<file path="src/rtl/rfr_pkg.sv">
package rfr_pkg;
  localparam logic [3:0] ANSWER_CODE = 4'b1010;
  localparam int STD_ID_W = 11;

  typedef struct packed {
    logic load;
    logic scan;
    logic done;
  } ctlStrb_t;
endpackage

</file>
<file path="src/rtl/rfr_ctrl.sv">
module rfr_ctrl
  import rfr_pkg::*;
#(
  parameter int NUM_BUFS = 8,
  localparam int SEL_W = $clog2(NUM_BUFS)
) (
  input  logic             clk,
  input  logic             rstN,
  input  logic             rxValid,
  input  logic             rxRtr,
  output ctlStrb_t         strb,
  output logic [SEL_W-1:0] scanIdx,
  output logic             busy
);
  localparam logic [SEL_W-1:0] LAST = SEL_W'(NUM_BUFS - 1);

  typedef enum logic {IDLE, SCAN} state_t;
  state_t state;

  always_ff @(posedge clk) begin
    if (!rstN) begin
      state   <= IDLE;
      scanIdx <= '0;
    end else begin
      case (state)
        IDLE: if (rxValid && rxRtr) begin
          state   <= SCAN;
          scanIdx <= '0;
        end
        SCAN: if (scanIdx == LAST) begin
          state <= IDLE;
        end else begin
          scanIdx <= scanIdx + 1'b1;
        end
        default: state <= IDLE;
      endcase
    end
  end

  always_comb begin
    strb.load = (state == IDLE) && rxValid && rxRtr;
    strb.scan = (state == SCAN);
    strb.done = (state == SCAN) && (scanIdx == LAST);
    busy      = (state == SCAN);
  end

  assert_scan_step_R8: assert property (@(posedge clk) disable iff (!rstN)
    busy && (scanIdx != LAST) |=> busy && (scanIdx == $past(scanIdx) + 1'b1));
  assert_scan_end_R8: assert property (@(posedge clk) disable iff (!rstN)
    busy && (scanIdx == LAST) |=> !busy);
  assert_start_zero_R8: assert property (@(posedge clk) disable iff (!rstN)
    $rose(busy) |-> scanIdx == '0);
endmodule

</file>
<file path="src/rtl/rfr_datapath.sv">
module rfr_datapath
  import rfr_pkg::*;
#(
  parameter int NUM_BUFS = 8,
  parameter int ID_W = 29,
  localparam int SEL_W = $clog2(NUM_BUFS)
) (
  input  logic             clk,
  input  logic             rstN,
  input  ctlStrb_t         strb,
  input  logic [SEL_W-1:0] scanIdx,
  input  logic [ID_W-1:0]  rxId,
  input  logic             rxIde,
  input  logic [3:0]       bufCode,
  input  logic [ID_W-1:0]  bufId,
  input  logic             bufIde,
  input  logic             bufRtr,
  output logic             respValid,
  output logic [SEL_W-1:0] respIdx,
  output logic             respRemote
);
  localparam logic [ID_W-1:0] STD_MASK = {{(ID_W-STD_ID_W){1'b0}}, {STD_ID_W{1'b1}}};

  logic [ID_W-1:0] reqId;
  logic            reqIde;
  logic            hit;
  logic [ID_W-1:0] idMask;
  logic            match;

  always_comb begin
    idMask = reqIde ? '1 : STD_MASK;
    match  = (bufCode == ANSWER_CODE) && (bufIde == reqIde) &&
             (((bufId ^ reqId) & idMask) == '0);
  end

  always_ff @(posedge clk) begin
    if (!rstN) begin
      reqId      <= '0;
      reqIde     <= 1'b0;
      hit        <= 1'b0;
      respIdx    <= '0;
      respRemote <= 1'b0;
      respValid  <= 1'b0;
    end else begin
      respValid <= strb.done && (hit || match);
      if (strb.load) begin
        reqId  <= rxId;
        reqIde <= rxIde;
        hit    <= 1'b0;
      end else if (strb.scan && !hit && match) begin
        hit        <= 1'b1;
        respIdx    <= scanIdx;
        respRemote <= bufRtr;
      end
    end
  end

  always_comb begin
    assert_strobe_excl_R9: assert (!(strb.load && strb.scan));
  end

  assert_one_pulse_R8: assert property (@(posedge clk) disable iff (!rstN)
    respValid |=> !respValid);
  assert_hold_request_R9: assert property (@(posedge clk) disable iff (!rstN)
    strb.scan && !strb.done |=> $stable(reqId) && $stable(reqIde));
  assert_first_hit_R5: assert property (@(posedge clk) disable iff (!rstN)
    strb.scan && hit |=> $stable(respIdx) && $stable(respRemote));
endmodule

</file>
<file path="src/rtl/rfr_responder.sv">
module rfr_responder
  import rfr_pkg::*;
#(
  parameter int NUM_BUFS = 8,
  parameter int ID_W = 29,
  localparam int SEL_W = $clog2(NUM_BUFS)
) (
  input  logic             clk,
  input  logic             rstN,
  input  logic             rxValid,
  input  logic             rxRtr,
  input  logic             rxIde,
  input  logic [ID_W-1:0]  rxId,
  output logic [SEL_W-1:0] bufSel,
  input  logic [3:0]       bufCode,
  input  logic [ID_W-1:0]  bufId,
  input  logic             bufIde,
  input  logic             bufRtr,
  output logic             busy,
  output logic             respValid,
  output logic [SEL_W-1:0] respIdx,
  output logic             respRemote
);
  ctlStrb_t         strb;
  logic [SEL_W-1:0] scanIdx;

  rfr_ctrl #(.NUM_BUFS(NUM_BUFS)) uCtrl (
    .clk(clk), .rstN(rstN), .rxValid(rxValid), .rxRtr(rxRtr),
    .strb(strb), .scanIdx(scanIdx), .busy(busy)
  );

  rfr_datapath #(.NUM_BUFS(NUM_BUFS), .ID_W(ID_W)) uPath (
    .clk(clk), .rstN(rstN), .strb(strb), .scanIdx(scanIdx),
    .rxId(rxId), .rxIde(rxIde), .bufCode(bufCode), .bufId(bufId),
    .bufIde(bufIde), .bufRtr(bufRtr), .respValid(respValid),
    .respIdx(respIdx), .respRemote(respRemote)
  );

  assign bufSel = scanIdx;

  assert_reset_quiet_R10: assert property (@(posedge clk)
    !rstN |=> !busy && !respValid);
  assert_resp_after_busy_R8: assert property (@(posedge clk) disable iff (!rstN)
    respValid |-> !busy || $rose(busy));
endmodule

</file>
<file path="config.mk">
export PLATFORM = sky130hd
export DESIGN_NAME = rfr_responder
export DESIGN_NICKNAME = d
export VERILOG_FILES = /design/src/rtl/rfr_pkg.sv /design/src/rtl/rfr_ctrl.sv /design/src/rtl/rfr_datapath.sv /design/src/rtl/rfr_responder.sv
export SDC_FILE = /design/constraint.sdc
export NUM_CORES = 1
export LEC_CHECK = 0
export ABC_AREA = 1
export BUFFER_PORTS_ARGS = -buffer_cell sky130_fd_sc_hd__buf_4
export CAP_MARGIN = 30
export CORE_MARGIN = 2
export CORE_UTILIZATION = 40
export CTS_CLUSTER_DIAMETER = 100
export DETAILED_ROUTE_END_ITERATION = 8
export PLACE_DENSITY_LB_ADDON = 0.25
export SYNTH_ARGS = -nofsm -noshare
export SYNTH_HDL_FRONTEND = slang
export SYNTH_HIERARCHICAL = 1
export SYNTH_SLANG_ARGS = --single-unit
</file>
<file path="constraint.sdc">
create_clock -name clk -period 2 [get_ports clk]
set_clock_uncertainty 0.2 [all_clocks]
set_input_delay 0.1 -clock clk [delete_from_list [all_inputs] [get_ports clk]]
set_output_delay 0.1 -clock clk [all_outputs]
set_load 0.02 [all_outputs]
</file>
==> metrics.txt <==
# TYPE chip_impl_metric gauge
chip_impl_info{name="outcome",value="finished, final reports clean"} 1
chip_impl_metric{name="floorplan.die_area",unit="um^2"} 5800
chip_impl_metric{name="synth.distinct_cells",unit=""} 24
chip_impl_metric{name="clkSinkCount",unit=""} 40
chip_impl_metric{name="comb_power_share",unit=""} 0.199
chip_impl_metric{name="grt_remaining_overflow",unit=""} 0
chip_impl_metric{name="routed_vias_inst",unit=""} 4.56
chip_impl_metric{name="yosysWarnings",unit=""} 6
chip_impl_info{name="critPathLaunchType",value="input pin"} 1
chip_impl_metric{name="gr-usage-all-layers",unit=""} 0.198
chip_impl_info{name="rsz0062_at_grt",value="false"} 1
chip_impl_metric{name="drc_violations_left",unit=""} 0
chip_impl_metric{name="synth-seq-area-share",unit=""} 0.385
chip_impl_metric{name="ctsLongestPathBuffers",unit=""} 2
chip_impl_metric{name="area_growth_syn_to_layout",unit="%"} 54.4
chip_impl_metric{name="grt_first_pass_wirelength",unit="mm"} 9.49
chip_impl_metric{name="use_met1",unit=""} 0.249
chip_impl_metric{name="syn-instance-count",unit=""} 325
chip_impl_metric{name="cts_buffers",unit=""} 5
chip_impl_metric{name="synth_enable_flop_cells",unit=""} 0
chip_impl_metric{name="power.leakage",unit="nW"} 1.59
chip_impl_metric{name="final_weighted_congestion_of_routability_driven_global_placement",unit=""} 0.817
chip_impl_metric{name="power.internal",unit="mW"} 1.56
chip_impl_metric{name="die_w",unit="um"} 76.1
chip_impl_info{name="critical_path_class",value="in -> reg"} 1
chip_impl_metric{name="hold_viol",unit=""} 0
chip_impl_metric{name="netlist.area_leader.share",unit=""} 0.385
chip_impl_metric{name="post-route-min-period",unit="ns"} 1.67
chip_impl_metric{name="floorplan.initialDensity",unit=""} 0.410
chip_impl_metric{name="fmaxAchievable",unit="MHz"} 599
chip_impl_info{name="worst_setup_path_end_kind",value="register"} 1
chip_impl_metric{name="power.ir.vdd_worst",unit="mV"} 0.388
chip_impl_metric{name="pwr_density_cell",unit="nW/um^2"} 632
chip_impl_metric{name="fin_crit_sh",unit=""} 0.835
chip_impl_info{name="yosys-top-cells-count",value="79 x sky130_fd_sc_hd__nand2_1, 55 x sky130_fd_sc_hd__nor2_1, 48 x sky130_fd_sc_hd__inv_1, 40 x sky130_fd_sc_hd__dfxtp_1, 31 x sky130_fd_sc_hd__o21ai_0"} 1
chip_impl_info{name="most_used_standard_cell_by_instance_count_after_synthesis",value="sky130_fd_sc_hd__nand2_1"} 1
chip_impl_metric{name="dp_hpwl",unit="mm"} 3.88
chip_impl_info{name="tritoncts",value="yes"} 1
chip_impl_info{name="synthFlopType",value="sky130_fd_sc_hd__dfxtp_1"} 1
chip_impl_metric{name="cts.htree.levels",unit=""} 2
chip_impl_info{name="netlist.top_cell.by_area",value="sky130_fd_sc_hd__dfxtp_1"} 1
chip_impl_metric{name="cts_setup_buffers",unit=""} 0
chip_impl_info{name="top_usage_layer",value="met2"} 1
chip_impl_metric{name="grt.met2_usage",unit=""} 0.338
chip_impl_metric{name="grt_antenna_before_repair",unit=""} 0
chip_impl_metric{name="timing.critical_path.fanout_max",unit=""} 8
chip_impl_metric{name="core_area",unit="um^2"} 5070
chip_impl_metric{name="p_sw_frac",unit=""} 0.233
chip_impl_metric{name="finalSetupTns",unit="ns"} 0
chip_impl_metric{name="die_height",unit="um"} 76.1
chip_impl_metric{name="clk_latency",unit="ns"} 0.28
chip_impl_metric{name="fp-row-count",unit=""} 26
chip_impl_info{name="min_path_type",value="in -> reg"} 1
chip_impl_metric{name="drtPass1Iterations",unit=""} 4
chip_impl_metric{name="timing_worst_slew_pin_value",unit="ns"} 0.370
chip_impl_metric{name="worst-endpoint-required",unit="ns"} 1.98
chip_impl_info{name="cts_root_buffer",value="sky130_fd_sc_hd__clkbuf_8"} 1
chip_impl_metric{name="synth_area_per_cell",unit="um^2"} 6.40
chip_impl_metric{name="fillers",unit=""} 473
chip_impl_metric{name="clkPwrFrac",unit=""} 0.372
chip_impl_metric{name="grt_start_max_net_pins",unit=""} 39
chip_impl_metric{name="number_of_gates_resized_after_cts",unit=""} 0
chip_impl_metric{name="hold_buffer_count_at_cts",unit=""} 34
chip_impl_metric{name="diodes",unit=""} 0
chip_impl_metric{name="final_layout_size_suffix_gt1_frac",unit=""} 0.217
chip_impl_metric{name="detail_route.iter0.violations",unit=""} 87
chip_impl_info{name="crit_slowest_cell",value="sky130_fd_sc_hd__dlygate4sd3_1"} 1
chip_impl_metric{name="synth_fp_nets",unit=""} 396
chip_impl_metric{name="final_cells",unit=""} 507
chip_impl_metric{name="gr-usage-met3",unit=""} 0.0391
chip_impl_info{name="worstPathCellList",value="dlygate4sd3_1 -> buf_4 -> nand3_2 -> inv_2 -> inv_1 -> nand4_1 -> nor2_1 -> nor2_1"} 1
chip_impl_metric{name="cpPeakStageDelay",unit="ns"} 0.54
chip_impl_info{name="ys_top_cells_by_area",value="sky130_fd_sc_hd__dfxtp_1 38%, sky130_fd_sc_hd__nand2_1 14%, sky130_fd_sc_hd__nor2_1 9.9%"} 1
chip_impl_metric{name="power_frac_seq",unit=""} 0.430
chip_impl_metric{name="worst-endpoint-arrival",unit="ns"} 1.65
chip_impl_info{name="path_common_cell",value="sky130_fd_sc_hd__nor2_1"} 1
chip_impl_metric{name="dp.cells",unit=""} 466
chip_impl_metric{name="report.final.slew_viol_count",unit=""} 0
chip_impl_metric{name="detail_route.wl_per_cell",unit="um"} 10.9
chip_impl_metric{name="number_of_top_level_design_ports",unit=""} 78
chip_impl_metric{name="wirelength",unit="mm"} 5.53
chip_impl_metric{name="detailroute.via_count",unit=""} 2311
chip_impl_metric{name="final-setup-viol-count",unit=""} 0
chip_impl_metric{name="max_slew_margin",unit=""} 0.753
chip_impl_metric{name="ant_nets",unit=""} 0
chip_impl_metric{name="max_cap_viol",unit=""} 0
chip_impl_metric{name="yosys_register_bits",unit=""} 40
chip_impl_metric{name="first_global_vias",unit=""} 2172
chip_impl_metric{name="port-buffer-count",unit=""} 77
chip_impl_metric{name="clk_pin_slew",unit="ns"} 0.07
chip_impl_metric{name="mappedNetlistArea",unit="um^2"} 2080
chip_impl_metric{name="total_power",unit="mW"} 2.03
chip_impl_metric{name="fin_nets",unit=""} 508
chip_impl_metric{name="switchingPower",unit="mW"} 0.473
chip_impl_metric{name="async_flop_share",unit=""} 0
-- layer usage --
layer / vias up / wire [um]
li1: 1230 / -
met1: 1016 / 2550
met2: 56 / 2640
met3: 9 / 258
met4: 0 / 76
met5: - / 0
-- area by class of cell --
type / count / area [um^2] / area share
Multi-Input combinational cell: 225 / 1050 / 0.326
Timing Repair Buffer: 115 / 961 / 0.299
Sequential cell: 40 / 801 / 0.249
Inverter: 50 / 188 / 0.0584
Tap cell: 70 / 87.6 / 0.0273
Clock buffer: 5 / 68.8 / 0.0214
Clock inverter: 2 / 60.1 / 0.0187
-- worst paths after layout --
path                 endpoint             from  slack [ns]  cells after the start
min reg2reg   uPath/respValid        uPath/hit        0.27                      2
min          uPath/respIdx[2]             rstN        0.03                      3
max          uPath/respIdx[1]            rxRtr        0.33                      8
max reg2reg  uPath/respIdx[1]  uPath/reqId[28]        0.34                     11
-- cells in the final DEF, fill, tap and decap left out, drive strengths merged --
cell and instances:
o22ai 2, dfxtp 40, and2 2, dlygate4sd3 34, or2 1, inv 50
xor2 3, nor3b 2, a21oi 24, nor2b 1, clkbuf 5, nand3 6
xnor2 8, nand2 79, nor2 57, ha 2, o21ai 33, buf 81
nand4 5, bufinv 2
-- registers in the layout (all words and copies together), names as in the netlist --
signal            cells
uPath/respIdx         3
uPath/reqId          29
uPath/reqIde          1
uCtrl/busy            1
uPath/hit             1
uCtrl/scanIdx         3
uPath/respValid       1
uPath/respRemote      1
-- logic make-up (layout without fill, tap and decap cells) --
| kind of cell | after synthesis | after routing | share of synthesized area |
|---|---|---|---|
| flip-flops | 40 | 40 | 0.385 |
| adder cells (fa/ha/maj) | 2 | 2 | 0.0120 |
| buffers and inverters | 60 | 172 | 0.112 |
| XOR/XNOR | 11 | 11 | 0.0463 |
| AO/OA/AOI/OAI | 59 | 59 | 0.143 |
| AND/OR/NAND/NOR | 153 | 153 | 0.302 |
-- worst max-delay path: cells and delay by family --
| kind | cells | cell delay (ns) |
|---|---|---|
| simple gates | 4 | 0.56 |
| buf+inv | 4 | 0.99 |
-- through the flow --
step | worst slack (ns) | hold slack [ns] | util | cell area, um^2
floorplan | 0.242 | 0.0349 | - | 2080
global placement | 0.384 | 0.122 | 0.541 | 2740
detailed placement | 0.351 | 0.129 | 0.541 | 2740
CTS | 0.326 | 0.0211 | 0.633 | 3210
global route | 0.0994 | 0.0345 | 0.633 | 3210
finish | 0.331 | 0.0253 | 0.633 | 3210
-- power groups by stage --
stage	combinational [mW]	clock, mW	sequential [mW]
2_1_floorplan	0.184	0	0.889
3_3_place_gp	0.344	0	0.888
3_5_place_dp	0.348	0	0.890
4_1_cts	0.403	0.777	0.872
5_1_grt	0.456	0.818	0.878
6_report	0.403	0.755	0.872
No activity file was read; power rests on OpenSTA's default activity.
